### src/rtl/eth_reply_hdr.sv
module eth_reply_hdr #(
  parameter logic [15:0] ETYPE_ARP  = 16'h0806,
  parameter logic [15:0] ETYPE_IPV4 = 16'h0800,
  parameter logic [7:0]  PROTO_ICMP = 8'd1,
  parameter logic [7:0]  PROTO_UDP  = 8'd17,
  parameter logic [7:0]  ICMP_ECHO_REQ = 8'd8,
  parameter logic [7:0]  ICMP_ECHO_REP = 8'd0,
  parameter logic [15:0] ARP_OP_REQ = 16'd1,
  parameter logic [15:0] ARP_OP_REP = 16'd2
) (
  input  logic        clk,
  input  logic        rst,
  input  logic        req_valid,
  output logic        req_ready,
  input  logic [1:0]  req_kind,
  input  logic [15:0] rx_align,
  input  logic [47:0] rx_dst_mac,
  input  logic [47:0] rx_src_mac,
  input  logic [15:0] rx_etype,
  input  logic [15:0] arp_hw_type,
  input  logic [15:0] arp_pr_type,
  input  logic [7:0]  arp_hw_len,
  input  logic [7:0]  arp_pr_len,
  input  logic [15:0] arp_op,
  input  logic [47:0] arp_snd_hw,
  input  logic [31:0] arp_snd_ip,
  input  logic [47:0] arp_tgt_hw,
  input  logic [31:0] arp_tgt_ip,
  input  logic [3:0]  ip_ver,
  input  logic [3:0]  ip_ihl,
  input  logic [7:0]  ip_tos,
  input  logic [15:0] ip_len,
  input  logic [15:0] ip_id,
  input  logic [2:0]  ip_flags,
  input  logic [12:0] ip_frag,
  input  logic [7:0]  ip_ttl,
  input  logic [7:0]  ip_proto,
  input  logic [15:0] ip_csum,
  input  logic [31:0] ip_src,
  input  logic [31:0] ip_dst,
  input  logic [7:0]  icmp_type,
  input  logic [7:0]  icmp_code,
  input  logic [15:0] icmp_csum,
  input  logic [15:0] icmp_id,
  input  logic [15:0] icmp_seq,
  input  logic [15:0] udp_src,
  input  logic [15:0] udp_dst,
  input  logic [15:0] udp_len,
  input  logic [15:0] udp_csum,
  output logic        out_valid,
  input  logic        out_ready,
  output logic [31:0] out_data,
  output logic        out_last
);

  localparam int WORD_W  = 32;
  localparam int NW_FULL = 11;
  localparam int NW_ETH  = 4;
  localparam int HDR_W   = WORD_W * NW_FULL;
  localparam int IDX_W   = $clog2(NW_FULL);
  localparam logic [IDX_W-1:0] LAST_FULL = IDX_W'(NW_FULL - 1);
  localparam logic [IDX_W-1:0] LAST_ETH  = IDX_W'(NW_ETH - 1);

  localparam logic [1:0] K_RAW = 2'd0, K_ARP = 2'd1, K_ICMP = 2'd2, K_UDP = 2'd3;

  logic              busy;
  logic [IDX_W-1:0]  idx, last_q;
  logic [HDR_W-1:0]  hdr_q;

  logic [127:0] eth_part;
  logic [223:0] arp_part;
  logic [159:0] ip_part;
  logic [63:0]  icmp_part, udp_part;
  logic [223:0] l3_part;
  logic         is_arp, is_ip, ok, take, adv;

  assign eth_part  = {rx_align, rx_src_mac, rx_dst_mac, rx_etype};
  assign arp_part  = {arp_hw_type, arp_pr_type, arp_hw_len, arp_pr_len, ARP_OP_REP,
                      arp_tgt_hw, arp_tgt_ip, arp_snd_hw, arp_snd_ip};
  assign ip_part   = {ip_ver, ip_ihl, ip_tos, ip_len, ip_id, ip_flags, ip_frag,
                      ip_ttl, ip_proto, ip_csum, ip_dst, ip_src};
  assign icmp_part = {ICMP_ECHO_REP, icmp_code, icmp_csum, icmp_id, icmp_seq};
  assign udp_part  = {udp_dst, udp_src, udp_len, udp_csum};
  assign l3_part   = (req_kind == K_ARP) ? arp_part
                   : {ip_part, (req_kind == K_ICMP) ? icmp_part : udp_part};

  assign is_arp = (rx_etype == ETYPE_ARP);
  assign is_ip  = (rx_etype == ETYPE_IPV4);

  always_comb begin
    unique case (req_kind)
      K_RAW:   ok = is_arp || is_ip;
      K_ARP:   ok = is_arp && (arp_op == ARP_OP_REQ);
      K_ICMP:  ok = is_ip && (ip_proto == PROTO_ICMP) && (icmp_type == ICMP_ECHO_REQ);
      default: ok = is_ip && (ip_proto == PROTO_UDP);
    endcase
  end

  assign req_ready = !busy;
  assign take      = req_valid && !busy;
  assign adv       = busy && out_ready;

  always_ff @(posedge clk) begin
    if (rst) begin
      busy   <= 1'b0;
      idx    <= '0;
      last_q <= '0;
    end else if (take) begin
      if (ok) begin
        busy   <= 1'b1;
        idx    <= '0;
        last_q <= (req_kind == K_RAW) ? LAST_ETH : LAST_FULL;
        hdr_q  <= {eth_part, l3_part};
      end
    end else if (adv) begin
      if (idx == last_q) begin
        busy <= 1'b0;
      end else begin
        idx   <= idx + 1'b1;
        hdr_q <= hdr_q << WORD_W;
      end
    end
  end

  assign out_valid = busy;
  assign out_data  = hdr_q[HDR_W-1 -: WORD_W];
  assign out_last  = busy && (idx == last_q);


  reset_idle_chk: assert property (@(posedge clk) rst |=> !out_valid && req_ready);


  hold_word_chk: assert property (@(posedge clk) disable iff (rst)
    out_valid && !out_ready |=> out_valid && $stable(out_data) && $stable(out_last));


  last_done_chk: assert property (@(posedge clk) disable iff (rst)
    out_valid && out_ready && out_last |=> !out_valid && req_ready);


  etype_drop_chk: assert property (@(posedge clk) disable iff (rst)
    req_valid && req_ready && rx_etype != ETYPE_ARP && rx_etype != ETYPE_IPV4 |=> !out_valid);


  udp_proto_drop_chk: assert property (@(posedge clk) disable iff (rst)
    req_valid && req_ready && req_kind == K_UDP && ip_proto != PROTO_UDP |=> !out_valid);


  first_word_chk: assert property (@(posedge clk) disable iff (rst)
    req_valid && req_ready |=> !out_valid ||
      out_data == {$past(rx_align), $past(rx_src_mac[47:32])});

endmodule

### config.mk
export PLATFORM = sky130hd
export DESIGN_NAME = eth_reply_hdr
export DESIGN_NICKNAME = d
export VERILOG_FILES = /design/src/rtl/eth_reply_hdr.sv
export SDC_FILE = /design/constraint.sdc
export NUM_CORES = 1
export LEC_CHECK = 0
export CAP_MARGIN = 10
export CORE_AREA = 2 2 268 270
export CTS_CLUSTER_SIZE = 30
export DETAILED_ROUTE_END_ITERATION = 7
export DIE_AREA = 0 0 270 272
export SLEW_MARGIN = 15
export SYNTH_ARGS = -nofsm -noshare
export SYNTH_HDL_FRONTEND = slang
export SYNTH_SLANG_ARGS = --single-unit
export TNS_END_PERCENT = 1
### constraint.sdc
create_clock -name clk -period 51.4 [get_ports clk]
set_clock_uncertainty 0.05 [all_clocks]
set_input_delay 15.42 -clock clk [delete_from_list [all_inputs] [get_ports clk]]
set_output_delay 15.42 -clock clk [all_outputs]
set_load 0.05 [all_outputs]
After elaboration in Yosys (flattened, before gate mapping)
Index checks and enable logic that the tools add are counted.
- register bits after elaboration: 361
- input bits: 646
- output and inout port bits: 35
- word-level logic and storage cells: 49
- add/subtract/negate cells: 1
- equal/unequal tests: 11
- multiplexer cells: 16
- bitwise logic cells: 1
- reductions and logical operators: 16
- operators with widths (cell ; number):
    two-way mux 352 bit ; 4
    two-way mux 224 bit ; 1
    two-way mux 64 bit ; 1
    equality test 16 x 12 -> 1 bit (second input constant) ; 2
    two-way mux 4 bit ; 5
    equality test 16 x 1 -> 1 bit (second input constant) ; 1
    equality test 8 x 1 -> 1 bit (second input constant) ; 1
    equality test 8 x 4 -> 1 bit (second input constant) ; 1
    equality test 8 x 5 -> 1 bit (second input constant) ; 1
    logical AND 1 bit ; 7
    AND reduction 3 bit ; 2
    adder 4 x 1 -> 4 bit (second input constant) ; 1
    equality test 4 bit ; 1
    two-way mux 1 bit ; 4
    inequality test 2 bit (second input constant) ; 2
    AND reduction 4 bit ; 1
    nonzero test 2 bit ; 2
    case mux 1 bit (3 select lines) ; 1
    equality test 2 x 1 -> 1 bit (second input constant) ; 1
    equality test 2 bit (second input constant) ; 1
    zero test 2 bit ; 1
    AND reduction 2 bit ; 1
    zero test 1 bit ; 1
    logical OR 1 bit ; 1
    inverter 1 bit ; 1

Depth between registers and ports, before layout
- depth in word-level cells: 6
- mapped depth: 7

Worst setup path before layout
OpenSTA, ideal clock, no wires.
- path type: input -> register
- start: input req_kind[0]
- end: register hdr_q[0], enable pin
- library setup time: 1072 ps
- arrival time: 30871 ps
- required time: 50278 ps
- setup slack: 19407 ps
- stages: 6
- path buffers: 1
- cells stage by stage: buf_2 > nor4_2 > a32oi_1 > o31ai_2 > a21oi_2 > nor2_1
- cells in the longest elaborated chain, start to end: 4
- elaborated cells on any way between the ends: 6
- classes of those cells: 3 x eq/ne; 1 x mux; 2 x reduce/logical
- ends and longest elaborated chain (item ; RTL line ; source):
    start: declaration ; 15 ; input logic [1:0] req_kind,
    equality test 2 bit, or another cell as far along ; 91 ; unique case (req_kind)
    case mux 1 bit (3 select lines) (*) ; 91 ;
    inequality test 2 bit (no line) (*) ; n/a ;
    AND reduction 4 bit (no line) (*) ; n/a ;
    end signal: assignment ; 113 ; hdr_q <= {eth_part, l3_part};
    end signal: assignment ; 120 ; hdr_q <= hdr_q << WORD_W;
    end: declaration ; 68 ; logic [HDR_W-1:0] hdr_q;
Mark *: on every way between the ends. The rest lies on a longest branch, timed or not.
A chain may end at the register's enable or synchronous reset.

Worst setup path in the final report
- start: input rx_etype[13]
- end: register hdr_q[72], enable pin
- cells in the longest elaborated chain, start to end: 6
- elaborated cells on any way between the ends: 10
- classes of those cells: 3 x eq/ne; 1 x mux; 6 x reduce/logical
- ends and longest elaborated chain (item ; RTL line ; source):
    start: declaration ; 19 ; input logic [15:0] rx_etype,
    equality test 16 x 12 -> 1 bit ; 88 ; assign is_ip = (rx_etype == ETYPE_IPV4);
    logical AND 1 bit (2 in series) ; 94 ; K_ICMP: ok = is_ip && (ip_proto == PROTO_ICMP) && (icmp_type == ICMP_ECHO_REQ);
    case mux 1 bit (3 select lines) (*) ; 91 ;
    inequality test 2 bit (no line) (*) ; n/a ;
    AND reduction 4 bit (no line) (*) ; n/a ;
Marked as above.

==> qor.yml <==
critical_path:
  worst_setup_path_end_kind: "flop"
  timing.rr.start: "out_valid"
  r2r.worst_path.cells: 8
  reg2reg_slack_ps: 45970
  cp.arrival_ps: 20610
  critPathRequiredTime_ps: 51510
  crit_path_frequent_cell: "buf_4"
  slowest_delay_ps: 870
  path_cells: "clkdlybuf4s50_1 -> nor4b_1 -> nand4_1 -> o31ai_2 -> a21oi_2 -> nor2_4 -> buf_4 -> buf_4 -> buf_4"
  crit_start: "rx_etype[13]"
  startpoint_type: "primary input"
  worstSetupPathType: "in2reg"
  crit_slowest_cell: "buf_4"
  reg2reg_to: "hdr_q[72]"
  path_max_fanout: 77
layout:
  finish.instance_area_sq_mm: 0.02728
  finish.utilization_pct: 38.56
  nets: 2959
  syn2layout_area_growth_pct: 48.29
  layout-drive-gt1-share_pct: 5.669
placed_design:
  post-dp-hpwl_um: 49470
  place_ws_ps: 30230
  gp_congestion: 0.8852
  io_buffer_count: 680
  placed_cell_area_sq_mm: 0.02583
detailed_routing:
  drt_iter0_drc: 996
  routedWlPerCell_um: 19.42
  vias_per_cell: 4.471
  via_count: 14790
  wl_met3_um: 4887
  wl_met1_um: 26690
  drt_first_pass_iters: 5
  antenna_left: 0
  drcViolationCount: 0
  met2_length_um: 31260
  totalWireLength_um: 64230
  topRoutingLayerUsed: "met5"
sta:
  rsz0062_at_grt: "no"
  max_freq_mhz: 48.77
  relSlewSlack_pct: 27.16
  tightest_slew_ps: 1093
  final.setup.worst_slack_ps: 30890
  min_period_ps: 20510
  drv_slew: 0
  whs_ps: 407.8
  setup_viol: 0
  hold_violations: 0
  tns_ps: 0
  fin_crit_sh_pct: 39.90
cts:
  clk_pin_slew_ps: 60
  clockBufferDepth: 3
  ctsResizeCount: 0
  clock-sinks: 360
  clk_latency_ps: 560
  cts_buffers: 42
  cts_max_level: 2
  cts-hold-fix-buffers: 0
  cts_root_buffer: "clkbuf_16"
  post_cts_buffers: 0
  cts_tree: "yes"
grt:
  grt.overflow.total: 0
  track_usage_pct: 16.75
  antenna_found_initial: 19
  grt_pass1_vias: 14950
  grt_pass1_wl_um: 92740
  grt_max_degree: 174
logic_synthesis:
  synth_edf_count: 352
  synth_area_leader_cell: "edfxtp_1"
  synth-async-reset-ratio_pct: 0
  ys.flop_type: "edfxtp_1"
  synth_cells: 1722
  ys_seq_area_share_pct: 58.33
  synth_top_area_share_pct: 57.46
  synth_warnings: 0
  ys_ff_latch: 360
  ys_top_cells_by_area: "edfxtp_1 (57%), mux2i_1 (11%), nand2_1 (8.9%)"
  synth.most_common_cell: "nand2_1"
  synth_nets: 2369
  ys_top_cells_by_count: "nand2_1 (437), edfxtp_1 (352), mux2i_1 (201)"
  syn_area_sq_mm: 0.01840
  yosysUniqueCellTypes: 38
  syn_avg_cell_area_sq_um: 10.68
floorplanning:
  start_util_pct: 26.00
  die_width_um: 270
  core-area_sq_mm: 0.07075
  num_rows: 98
  io_pins: 681
  die_area_sq_mm: 0.07344
  die_h_um: 272
min_path:
  worstHoldPathCells: 2
  min_from: "last_q[1]"
  hp-class: "reg2reg"
  min_delay_worst_endpoint: "last_q[1]"
power:
  p_per_area_mw_per_mm2: 26.93
  p_leak_uw: 0.009888
  peakVddDrop_mv: 0.01763
run:
  cap_viol_max_count: 0
run_status:
  status: "complete, no violations"
## cell type report
type | count | area (sq um)
Fill cell | 6943 | 43470
Sequential cell | 360 | 10730
Timing Repair Buffer | 701 | 6975
Multi-Input combinational cell | 1205 | 6933
Tap cell | 950 | 1189
Clock buffer | 49 | 1099
Clock inverter | 29 | 317.8
Antenna cell | 11 | 27.53
Inverter | 2 | 7.507
## placed cells by master (no fill, tap or decap), types with 2 or more instances in the layout
cell type and n:
clkdlybuf4s50_1 678, nand2_1 436, edfxtp_1 352, mux2i_1 201, nor2_1 173, a21oi_1 152
a211oi_1 64, o21ai_0 48, clkbuf_16 43, mux2_2 32, nor2b_1 32, buf_4 21
a22o_1 15, diode_2 11, clkinv_1 9, a221oi_1 8, clkinv_2 8, dfxtp_1 8
nor4b_1 7, bufinv_16 6, clkbuf_1 6, nand4_1 4, xor2_1 3, nor4_2 3
clkinvlp_4 3, nor2b_4 2, inv_1 2, and2_1 2, nor4_1 2, nand3_1 2
o21ai_2 2, o21ai_1 2, clkinv_8 2
## stage by stage
| step | instances | power [uW] |
|---|---|---|
| 6_report | 3307 | 734.5 |
| 5_1_grt | 3306 | 764.5 |
| 4_1_cts | 3296 | 744.9 |
| 3_5_place_dp | 3218 | 436.0 |
| 3_3_place_gp | 3218 | 434.7 |
| 2_1_floorplan | 1722 | 370.3 |
## report_power, final
group          switching, uW  internal, uW
Combinational           43.0          62.7
Sequential          0.000223           323
Clock                    122           184
Total                    165           570
## layer usage
metal | vias to the layer above | track usage [%]
met5 | - | 0
met4 | 6 | 5.497
met3 | 75 | 4.479
met2 | 568 | 28.29
met1 | 6821 | 20.75
li1 | 7315 | -
## how the worst max path moves through the flow
| stage | end | slack, ps |
|---|---|---|
| after global routing | hdr_q[74] | 30490 |
| after floorplan | hdr_q[0] | 19410 |
| after detailed placement | hdr_q[73] | 30230 |
| after CTS | hdr_q[72] | 30810 |
| final | hdr_q[72] | 30890 |
| after global placement | hdr_q[72] | 30290 |
## registers in the layout, summed over array words and instances, names as in the netlist
signal	cells
idx	4
out_valid	1
last_q	3
hdr_q	352
## critical path, delay by kind of cell
family,cells,cell delay [ps]
buf+inv,4,2760
simple gates,3,1840
compound gates,2,450
## cell families (layout without fill, tap and decap cells)
family | after synthesis | count (layout) | synth area share, %
buffers and inverters | 157 | 781 | 4.210
XOR/XNOR | 4 | 4 | 0.1905
other | 0 | 11 | 0
flip-flops | 360 | 360 | 58.33
adder cells (fa/ha/maj) | 1 | 1 | 0.06801
AND/OR/NAND/NOR | 672 | 672 | 14.75
AO/OA/AOI/OAI | 295 | 295 | 9.550
multiplexers | 233 | 233 | 12.90
Power figures use the tool's default switching activity.
